--- config.mk ---
export PLATFORM = sky130hd
export DESIGN_NAME = sync_timing_gen
export DESIGN_NICKNAME = d
export VERILOG_FILES = /design/src/rtl/sync_pkg.sv /design/src/rtl/sync_counter.sv /design/src/rtl/sync_hdecode.sv /design/src/rtl/sync_vdecode.sv /design/src/rtl/sync_timing_gen.sv
export SDC_FILE = /design/constraint.sdc
export NUM_CORES = 1
export LEC_CHECK = 0
export ABC_AREA = 0
export BUFFER_PORTS_ARGS = -buffer_cell sky130_fd_sc_hd__buf_2
export CORE_ASPECT_RATIO = 1.4
export CORE_MARGIN = 3
export CORE_UTILIZATION = 48
export DETAILED_ROUTE_END_ITERATION = 6
export PLACE_DENSITY_LB_ADDON = 0.15
export SETUP_SLACK_MARGIN = 0.02
export SKIP_LAST_GASP = 1
export SLEW_MARGIN = 25
export SYNTH_ARGS = -nofsm -noshare
export SYNTH_HDL_FRONTEND = slang
export SYNTH_HIERARCHICAL = 1
export SYNTH_SLANG_ARGS = --single-unit
--- constraint.sdc ---
create_clock -name clk -period 4.2 [get_ports clk]
set_clock_uncertainty 0.15 [all_clocks]
set_input_delay 0.42 -clock clk [delete_from_list [all_inputs] [get_ports clk]]
set_output_delay 0.42 -clock clk [all_outputs]
set_load 0.01 [all_outputs]
--- src/rtl/sync_pkg.sv ---
// Shared types for the sync timing generator.
// Assumes: consumers pick fields by name, never by position.
package sync_pkg;

    // Horizontal decode results for one dot position.
    typedef struct packed {
        logic hs_n;     // horizontal sync component
        logic cs_n;     // composite sync, horizontal part
        logic win;      // inside border+picture window
        logic lbord;    // left border dots
        logic rbord;    // right border dots
        logic act;      // active picture dots
        logic irq_dot;  // interrupt dot position
    } hdec_t;

    // Vertical decode results for one line.
    typedef struct packed {
        logic serr;     // serration (vertical sync) line
        logic vis;      // line inside the visible band
        logic act;      // active picture line
        logic irq_line; // line that carries the interrupt
    } vdec_t;

endpackage

--- src/rtl/sync_counter.sv ---
// Wrapping position counter with enable.
// Counts FIRST..LAST, advancing when step is high.
// Assumes: FIRST <= LAST and LAST fits in W bits.
module sync_counter #(
    parameter int unsigned FIRST = 0,
    parameter int unsigned LAST  = 519,
    parameter int unsigned W     = 10
) (
    input  logic         clk,
    input  logic         rst_n,
    input  logic         step,
    output logic [W-1:0] count,
    output logic         wrap
);

    localparam logic [W-1:0] FIRST_V = W'(FIRST);
    localparam logic [W-1:0] LAST_V  = W'(LAST);

    // Flag the step that leaves the last value.
    assign wrap = step && (count == LAST_V);

    // Advance or wrap on each step; reset to the first value.
    always_ff @(posedge clk) begin
        if (!rst_n)
            count <= FIRST_V;
        else if (step)
            count <= wrap ? FIRST_V : count + 1'b1;
    end

endmodule

--- src/rtl/sync_hdecode.sv ---
// Horizontal region decoder.
// Maps the dot position to sync, window, border, picture and interrupt-dot flags.
// Assumes: the line regions sum to H_TOTAL and 2*SER_W < H_TOTAL.
module sync_hdecode
    import sync_pkg::*;
#(
    parameter int unsigned W         = 10,
    parameter int unsigned H_TOTAL   = 520,
    parameter int unsigned HS_W      = 64,
    parameter int unsigned SER_W     = 32,
    parameter int unsigned WIN_START = 128,
    parameter int unsigned ACT_START = 154,
    parameter int unsigned ACT_END   = 474,
    parameter int unsigned WIN_END   = 502,
    parameter int unsigned IRQ_DOT   = 104
) (
    input  logic [W-1:0] dot,
    input  logic         serr,
    output hdec_t        hd
);

    localparam int unsigned MID = H_TOTAL / 2;

    int unsigned d;
    logic        full_pulse;
    logic        half_pulse;
    logic        mid_pulse;

    // Widen the dot position once for all comparisons.
    assign d = 32'(dot);

    // Decode the pulse windows.
    always_comb begin
        full_pulse = (d < HS_W);
        half_pulse = (d < SER_W);
        mid_pulse  = (d >= MID) && (d < MID + SER_W);
    end

    // Assemble the decoded regions.
    always_comb begin
        hd.hs_n    = serr ? !half_pulse : !full_pulse;
        hd.cs_n    = serr ? !(half_pulse || mid_pulse) : !full_pulse;
        hd.win     = (d >= WIN_START) && (d < WIN_END);
        hd.lbord   = (d >= WIN_START) && (d < ACT_START);
        hd.rbord   = (d >= ACT_END) && (d < WIN_END);
        hd.act     = (d >= ACT_START) && (d < ACT_END);
        hd.irq_dot = (d == IRQ_DOT);
    end

endmodule

--- src/rtl/sync_vdecode.sv ---
// Vertical region decoder.
// Maps the line number to serration, visible band, active band and interrupt line.
// Assumes: lines are numbered from 1 and the bands lie within the frame.
module sync_vdecode
    import sync_pkg::*;
#(
    parameter int unsigned W         = 9,
    parameter int unsigned SER_LINES = 9,
    parameter int unsigned VIS_FIRST = 23,
    parameter int unsigned VIS_LAST  = 262,
    parameter int unsigned ACT_FIRST = 31,
    parameter int unsigned ACT_LAST  = 254,
    parameter int unsigned IRQ_LINE  = 255
) (
    input  logic [W-1:0] line,
    output vdec_t        vd
);

    int unsigned l;

    // Widen the line number once for all comparisons.
    assign l = 32'(line);

    // Decode the vertical bands.
    always_comb begin
        vd.serr     = (l >= 1) && (l <= SER_LINES);
        vd.vis      = (l >= VIS_FIRST) && (l <= VIS_LAST);
        vd.act      = (l >= ACT_FIRST) && (l <= ACT_LAST);
        vd.irq_line = (l == IRQ_LINE);
    end

endmodule

--- src/rtl/sync_timing_gen.sv ---
// Composite video sync timing generator (top).
// Dot and line counters advance on pix_en. The decoders turn the position into
// sync, window, border, picture and interrupt outputs.
// Assumes: pix_en is synchronous to clk; outputs are decoded from the counter registers.
module sync_timing_gen
    import sync_pkg::*;
#(
    parameter int unsigned HS_W      = 64,
    parameter int unsigned SER_W     = 32,
    parameter int unsigned H_FRONT   = 64,
    parameter int unsigned L_BORD    = 26,
    parameter int unsigned ACT_W     = 320,
    parameter int unsigned R_BORD    = 28,
    parameter int unsigned H_BACK    = 18,
    parameter int unsigned IRQ_DELAY = 40,
    parameter int unsigned V_TOTAL   = 262,
    parameter int unsigned SER_LINES = 9,
    parameter int unsigned ACT_FIRST = 31,
    parameter int unsigned ACT_H     = 224,
    parameter int unsigned V_TOP     = 8,
    parameter int unsigned V_BOT     = 8
) (
    input  logic clk,
    input  logic rst_n,
    input  logic pix_en,
    output logic hsync_n,
    output logic vsync_n,
    output logic csync_n,
    output logic blank_n,
    output logic hborder,
    output logic vborder,
    output logic active,
    output logic vint
);

    localparam int unsigned H_TOTAL   = HS_W + H_FRONT + L_BORD + ACT_W + R_BORD + H_BACK;
    localparam int unsigned WIN_START = HS_W + H_FRONT;
    localparam int unsigned ACT_START = WIN_START + L_BORD;
    localparam int unsigned ACT_END   = ACT_START + ACT_W;
    localparam int unsigned WIN_END   = ACT_END + R_BORD;
    localparam int unsigned IRQ_DOT   = HS_W + IRQ_DELAY;
    localparam int unsigned ACT_LAST  = ACT_FIRST + ACT_H - 1;
    localparam int unsigned VIS_FIRST = ACT_FIRST - V_TOP;
    localparam int unsigned VIS_LAST  = ACT_LAST + V_BOT;
    localparam int unsigned IRQ_LINE  = ACT_LAST + 1;
    localparam int unsigned HW        = $clog2(H_TOTAL);
    localparam int unsigned VW        = $clog2(V_TOTAL + 1);

    logic [HW-1:0] dot;
    logic [VW-1:0] line;
    logic          line_end;
    logic          frame_end;
    hdec_t         hd;
    vdec_t         vd;

    // Dot position within the line.
    sync_counter #(.FIRST(0), .LAST(H_TOTAL - 1), .W(HW)) u_dot (
        .clk(clk), .rst_n(rst_n), .step(pix_en), .count(dot), .wrap(line_end)
    );

    // Line number within the frame, advanced at each line end.
    sync_counter #(.FIRST(1), .LAST(V_TOTAL), .W(VW)) u_line (
        .clk(clk), .rst_n(rst_n), .step(line_end), .count(line), .wrap(frame_end)
    );

    sync_hdecode #(
        .W(HW), .H_TOTAL(H_TOTAL), .HS_W(HS_W), .SER_W(SER_W),
        .WIN_START(WIN_START), .ACT_START(ACT_START), .ACT_END(ACT_END),
        .WIN_END(WIN_END), .IRQ_DOT(IRQ_DOT)
    ) u_hdec (
        .dot(dot), .serr(vd.serr), .hd(hd)
    );

    sync_vdecode #(
        .W(VW), .SER_LINES(SER_LINES), .VIS_FIRST(VIS_FIRST), .VIS_LAST(VIS_LAST),
        .ACT_FIRST(ACT_FIRST), .ACT_LAST(ACT_LAST), .IRQ_LINE(IRQ_LINE)
    ) u_vdec (
        .line(line), .vd(vd)
    );

    // Combine the horizontal and vertical decodes into the outputs.
    always_comb begin
        hsync_n = hd.hs_n;
        vsync_n = !vd.serr;
        csync_n = hd.cs_n;
        blank_n = !(vd.vis && hd.win);
        active  = vd.act && hd.act;
        hborder = vd.act && (hd.lbord || hd.rbord);
        vborder = vd.vis && !vd.act && hd.win;
        vint    = pix_en && vd.irq_line && hd.irq_dot;
    end

    // frame_end is only consumed for completeness of the counter interface.
    logic unused_ok;
    assign unused_ok = frame_end;

endmodule

==> results_dict.tcl, run 1 <==
set metrics [dict create \
    drtPass1Iterations 4 \
    finalHoldViolCount 0 \
    cts_root_buffer "clkbuf_4" \
    setup_tns_ns 0 \
    syn_area_per_cell_um2 8.28 \
    die_h_um 66.4 \
    layout-drive-gt1-share 0.160 \
    core-area_um2 2440 \
    clk_pin_slew_worst_paths_ns 0.11 \
    drt_wl_total_mm 2.82 \
    die_area_um2 3260 \
    min_from "rst_n" \
    setup_slack_ns 1.21 \
    syn_inst 151 \
    clockBufferDepth 2 \
    hpwl_mm 2.07 \
    vias 1132 \
    syn-cell-area_um2 1250 \
    grt_first_pass_wirelength_mm 4.86 \
    grt_pass1_vias 1055 \
    ant_nets 0 \
    antenna_cells 0 \
    area.growth.synth_to_final_pct 8.71 \
    numCtsBuffers 3 \
    outcome "finished, final reports clean" \
    initial_utilization 0.512 \
    maxCapViolCount 0 \
    place.port_buffers 10 \
    num_io_pins 11 \
    grt_max_degree 14 \
    gp_congestion 0.839 \
    clock.fmax_ghz 0.334 \
    wl_per_cell_um 14.3 \
    r2r_start "u_dot/count[1]" \
    final_nets 170 \
    rsz0062_at_grt "no" \
    slew_viol_final 0 \
    viasPerCell 5.75 \
    overflow 0 \
    antenna_found_initial 0 \
    start_kind "register" \
    worst-path-max-fanout 8 \
    ctsResizeCount 0 \
    cellLeakagePower_nw 0.558 \
    rows 21 \
    clock-sinks 19 \
    critical_path_arrival_ns 2.42 \
    critical_path_required_ns 3.63 \
    cts_tree "yes" \
    max-vdd-ir-drop_v 0.000135 \
    htreeDepth 1 \
    grt_util_all_layers 0.189 \
    tightest_slew_ns 0.939 \
    dieWidth_um 49.1 \
    pre_cts_slack_ns 1.60 \
    syn_nets 157 \
    crit_start "u_line/count[5]" \
    drt_iter0_drc 31 \
    p_per_area_nw_per_um2 213 \
    max_slew_margin 0.368 \
    timing.hold.ws_ns 0.294 \
    fin_crit_sh 0.713 \
    setup_viol 0 \
    holdCritPathClass "input port to register" \
    endpoint_kind "primary output" \
    postCtsSetupBuffers 0 \
    ys_warn_count 6 \
    drc 0 \
    crit_type "register to primary output" \
    clk-insertion-delay-late_ns 0.30 \
    ctsHoldBuffers 0 \
    layout_min_cycle_time_ns 2.99 \
]
==> routing by layer <==
metal	vias to the layer above	global-route usage	share of wire
li1	583	-	-
met1	534	0.219	0.45
met2	11	0.341	0.52
met3	4	0.0248	0.016
met4	0	0.0854	0.012
met5	-	0	0
==> worst paths after layout <==
path | slack (ns) | depth (start not counted) | end
min reg2reg | 0.43 | 2 | u_line/count[6]
max | 1.21 | 6 | csync_n
max reg2reg | 1.77 | 7 | u_line/count[8]
min | 0.29 | 2 | u_dot/count[1]
==> critical path, cell delays in order, from the launching register on <==
cell and delay [ns]:
dfxtp_1 0.40, or3_4 0.43, nor4_1 0.72, o31ai_1 0.18, a21oi_1 0.19, o21ai_1 0.08
buf_2 0.14
==> cell type report <==
class                           count  area [um^2]
Timing Repair Buffer               10         50.0
Tap cell                           34         42.5
Inverter                            5         18.8
Fill cell                         243         1080
Clock inverter                      1         5.00
Multi-Input combinational cell    125          840
Clock buffer                        3         22.5
Sequential cell                    19          380
==> flip-flops by register name, indices dropped and copies added (netlist names) <==
name and flops:
u_line/count 9, u_dot/count 10
==> through the flow <==
stage	power, mW	util	instances	instance area [um^2]
6_report	0.290	0.556	197	1360
4_1_cts	0.295	0.556	197	1360
3_3_place_gp	0.199	0.545	193	1330
5_1_grt	0.302	0.556	197	1360
3_5_place_dp	0.199	0.545	193	1330
2_1_floorplan	0.194	-	151	1250
==> cells in the final DEF (no fill, tap or decap), drive strengths merged, types with 2 or more instances in the layout <==
cell type  count
a21boi         4
a21oi          7
and2           3
and3           4
buf           10
clkbuf         3
dfxtp         19
ha             3
inv            5
nand2         15
nand2b         4
nand3          4
nand4          9
nor2          15
nor3           5
nor4           5
nor4b          3
o21ai          8
or2            2
or3            9
xnor2          7
xor2           4
==> where the power goes <==
group	total (mW)	internal (mW)	switching, mW
Combinational	0.0103	0.00436	0.00591
Clock	0.0954	0.0354	0.0599
Sequential	0.184	0.182	0.00283
Total	0.290	0.221	0.0687
(Power assumes the default switching activity.)
==> inputs of run 2 (changes only) <==
Settings changed: ABC_AREA 0 to 1.
Clock period 4.2 ns to 2.74 ns, I/O delays scaled along.
==> run 2 against run 1 <==
Net effect:
- hold slack got worse by 0.12 ns
- cell count grew 50%
- sequential share of layout area decreased by 4.4 points
- combinational power grew 93%
- non-clock buffer count unchanged
- sequential cell count did not move
- largest power group unchanged
- register-to-register slack worse by 1.1 ns
- routed wire length rose by 11%
- count of clock-buffer cells in the layout unchanged
==> results_dict.tcl, run 2 <==
set metrics [dict create \
    syn-cell-area_um2 1470 \
    min_path_cells 2 \
    postCtsSetupBuffers 0 \
    critical_path_arrival_ns 1.72 \
    layout_common_cells "nand2_1, nor2_1, inv_1, dfxtp_1, nand3_1" \
    drt_iter0_drc 36 \
    clk-insertion-delay-late_ns 0.26 \
    crit_type "register to primary output" \
    initial_utilization 0.507 \
    grt_util_all_layers 0.194 \
    final_common_cell "nand2_1" \
    vias 1409 \
    max-vdd-ir-drop_v 0.000262 \
    worst-path-max-fanout 8 \
    core-area_um2 2910 \
    overflow 0 \
    syn_inst 245 \
    grt_first_pass_wirelength_mm 5.61 \
    drc 0 \
    drt_wl_total_mm 3.13 \
    place.port_buffers 10 \
    r2r_cells 10 \
    holdCritPathClass "input port to register" \
    p_per_area_nw_per_um2 310 \
    grt_pass1_vias 1374 \
    clock-sinks 19 \
    cts_tree "yes" \
    numCtsBuffers 3 \
    r2r_slack_ns 0.72 \
    slew_viol_final 0 \
    antenna_cells 0 \
    area.growth.synth_to_final_pct 9.35 \
    syn_nets 251 \
    grt_max_degree 13 \
    wl_per_cell_um 10.6 \
    ctsResizeCount 0 \
    r2r_start "u_dot/count[0]" \
    reg_top3 "u_dot/count x10, u_line/count x9" \
    clockBufferDepth 2 \
    setup_tns_ns 0 \
    hpwl_mm 2.48 \
    final_nets 265 \
    max_slew_margin 0.761 \
    min_from "rst_n" \
    setup_viol 0 \
    die_area_um2 3780 \
    num_io_pins 11 \
    ant_nets 0 \
    drtPass1Iterations 4 \
    layout-drive-gt1-share 0.178 \
    outcome "finished, final reports clean" \
    gp_congestion 0.820 \
    rows 23 \
    antenna_found_initial 0 \
    maxCapViolCount 0 \
    finalHoldViolCount 0 \
    fin_crit_sh 0.784 \
    htreeDepth 1 \
    syn_area_per_cell_um2 6.01 \
    endpoint_kind "primary output" \
    rsz0062_at_grt "no" \
    cts_root_buffer "clkbuf_8" \
    dieWidth_um 52.8 \
    ys_warn_count 6 \
    min_to "u_line/count[0]" \
    cellLeakagePower_nw 0.766 \
    die_h_um 71.5 \
    viasPerCell 4.78 \
    layout_min_cycle_time_ns 2.15 \
    clk_pin_slew_worst_paths_ns 0.08 \
    r2r_end "u_line/count[7]" \
    critical_path_required_ns 2.32 \
    clock.fmax_ghz 0.466 \
    ctsHoldBuffers 0 \
    start_kind "register" \
    largest_register "u_dot/count" \
    largest_reg_flops 10 \
    tightest_slew_ns 0.358 \
    timing.hold.ws_ns 0.171 \
]
==> run 2: changes by cell type in the layout (fill, tap and decap cells not counted), sizes merged, moves of 5 or more <==
cell   before  now
nand4       9    4
nor2       15   57
or3         9    0
nand3       4   21
o21ai       8    3
inv         5   40
xnor2       7    2
nand2      15   66
nor4        5    0
==> run 2: worst max path at each step <==
stage               startpoint         endpoint  slack [ns]  depth (start not counted)
2_1_floorplan   u_dot/count[0]  u_line/count[6]         1.0                         10
3_3_place_gp    u_dot/count[0]  u_line/count[6]        0.80                         10
3_5_place_dp    u_dot/count[0]  u_line/count[3]        0.76                         10
4_1_cts        u_line/count[3]          csync_n        0.58                          9
5_1_grt        u_line/count[3]          csync_n        0.41                          9
6_report       u_line/count[3]          csync_n        0.59                          9
==> run 2: final cells by class <==
class | count | area, um^2
multi-input cells | 180 | 916
repair buffers | 10 | 50.0
flip-flops and latches | 19 | 380
clock inverters | 1 | 7.51
clock buffers | 3 | 41.3
well taps | 37 | 46.3
fillers | 332 | 1300
inverters | 45 | 169
==> run 2: through the flow <==
| stage | util | setup slack (ns) | area, um^2 | power (mW) | std cells |
|---|---|---|---|---|---|
| final | 0.554 | 0.593 | 1610 | 0.500 | 295 |
| after global routing | 0.554 | 0.408 | 1610 | 0.520 | 295 |
| after global placement | 0.537 | 0.802 | 1560 | 0.309 | 291 |
| after detailed placement | 0.537 | 0.763 | 1560 | 0.309 | 291 |
| after floorplan | - | 0.999 | 1470 | 0.302 | 245 |
| after CTS | 0.554 | 0.580 | 1610 | 0.508 | 295 |
==> run 2: worst max-delay path: stages, from the launching register on <==
cell and delay [ns]:
dfxtp_1 0.51, nor2_1 0.11, nand3b_1 0.09, nor3b_2 0.24, nand2_1 0.08, nor2_1 0.10, nand2_1 0.05, nor2_1 0.11
nor2_2 0.04, buf_2 0.13
==> run 2: metal layers <==
layer,track usage,part of all wire,vias up
li1,-,-,769
met1,0.213,0.43,626
met2,0.365,0.54,10
met3,0.0249,0.017,4
met4,0.0682,0.012,0
met5,0,0,-
==> run 2: report_power, final <==
| group | internal, mW | switching (mW) |
|---|---|---|
| registers | 0.279 | 0.00416 |
| clock network | 0.102 | 0.0949 |
| logic | 0.00690 | 0.0130 |
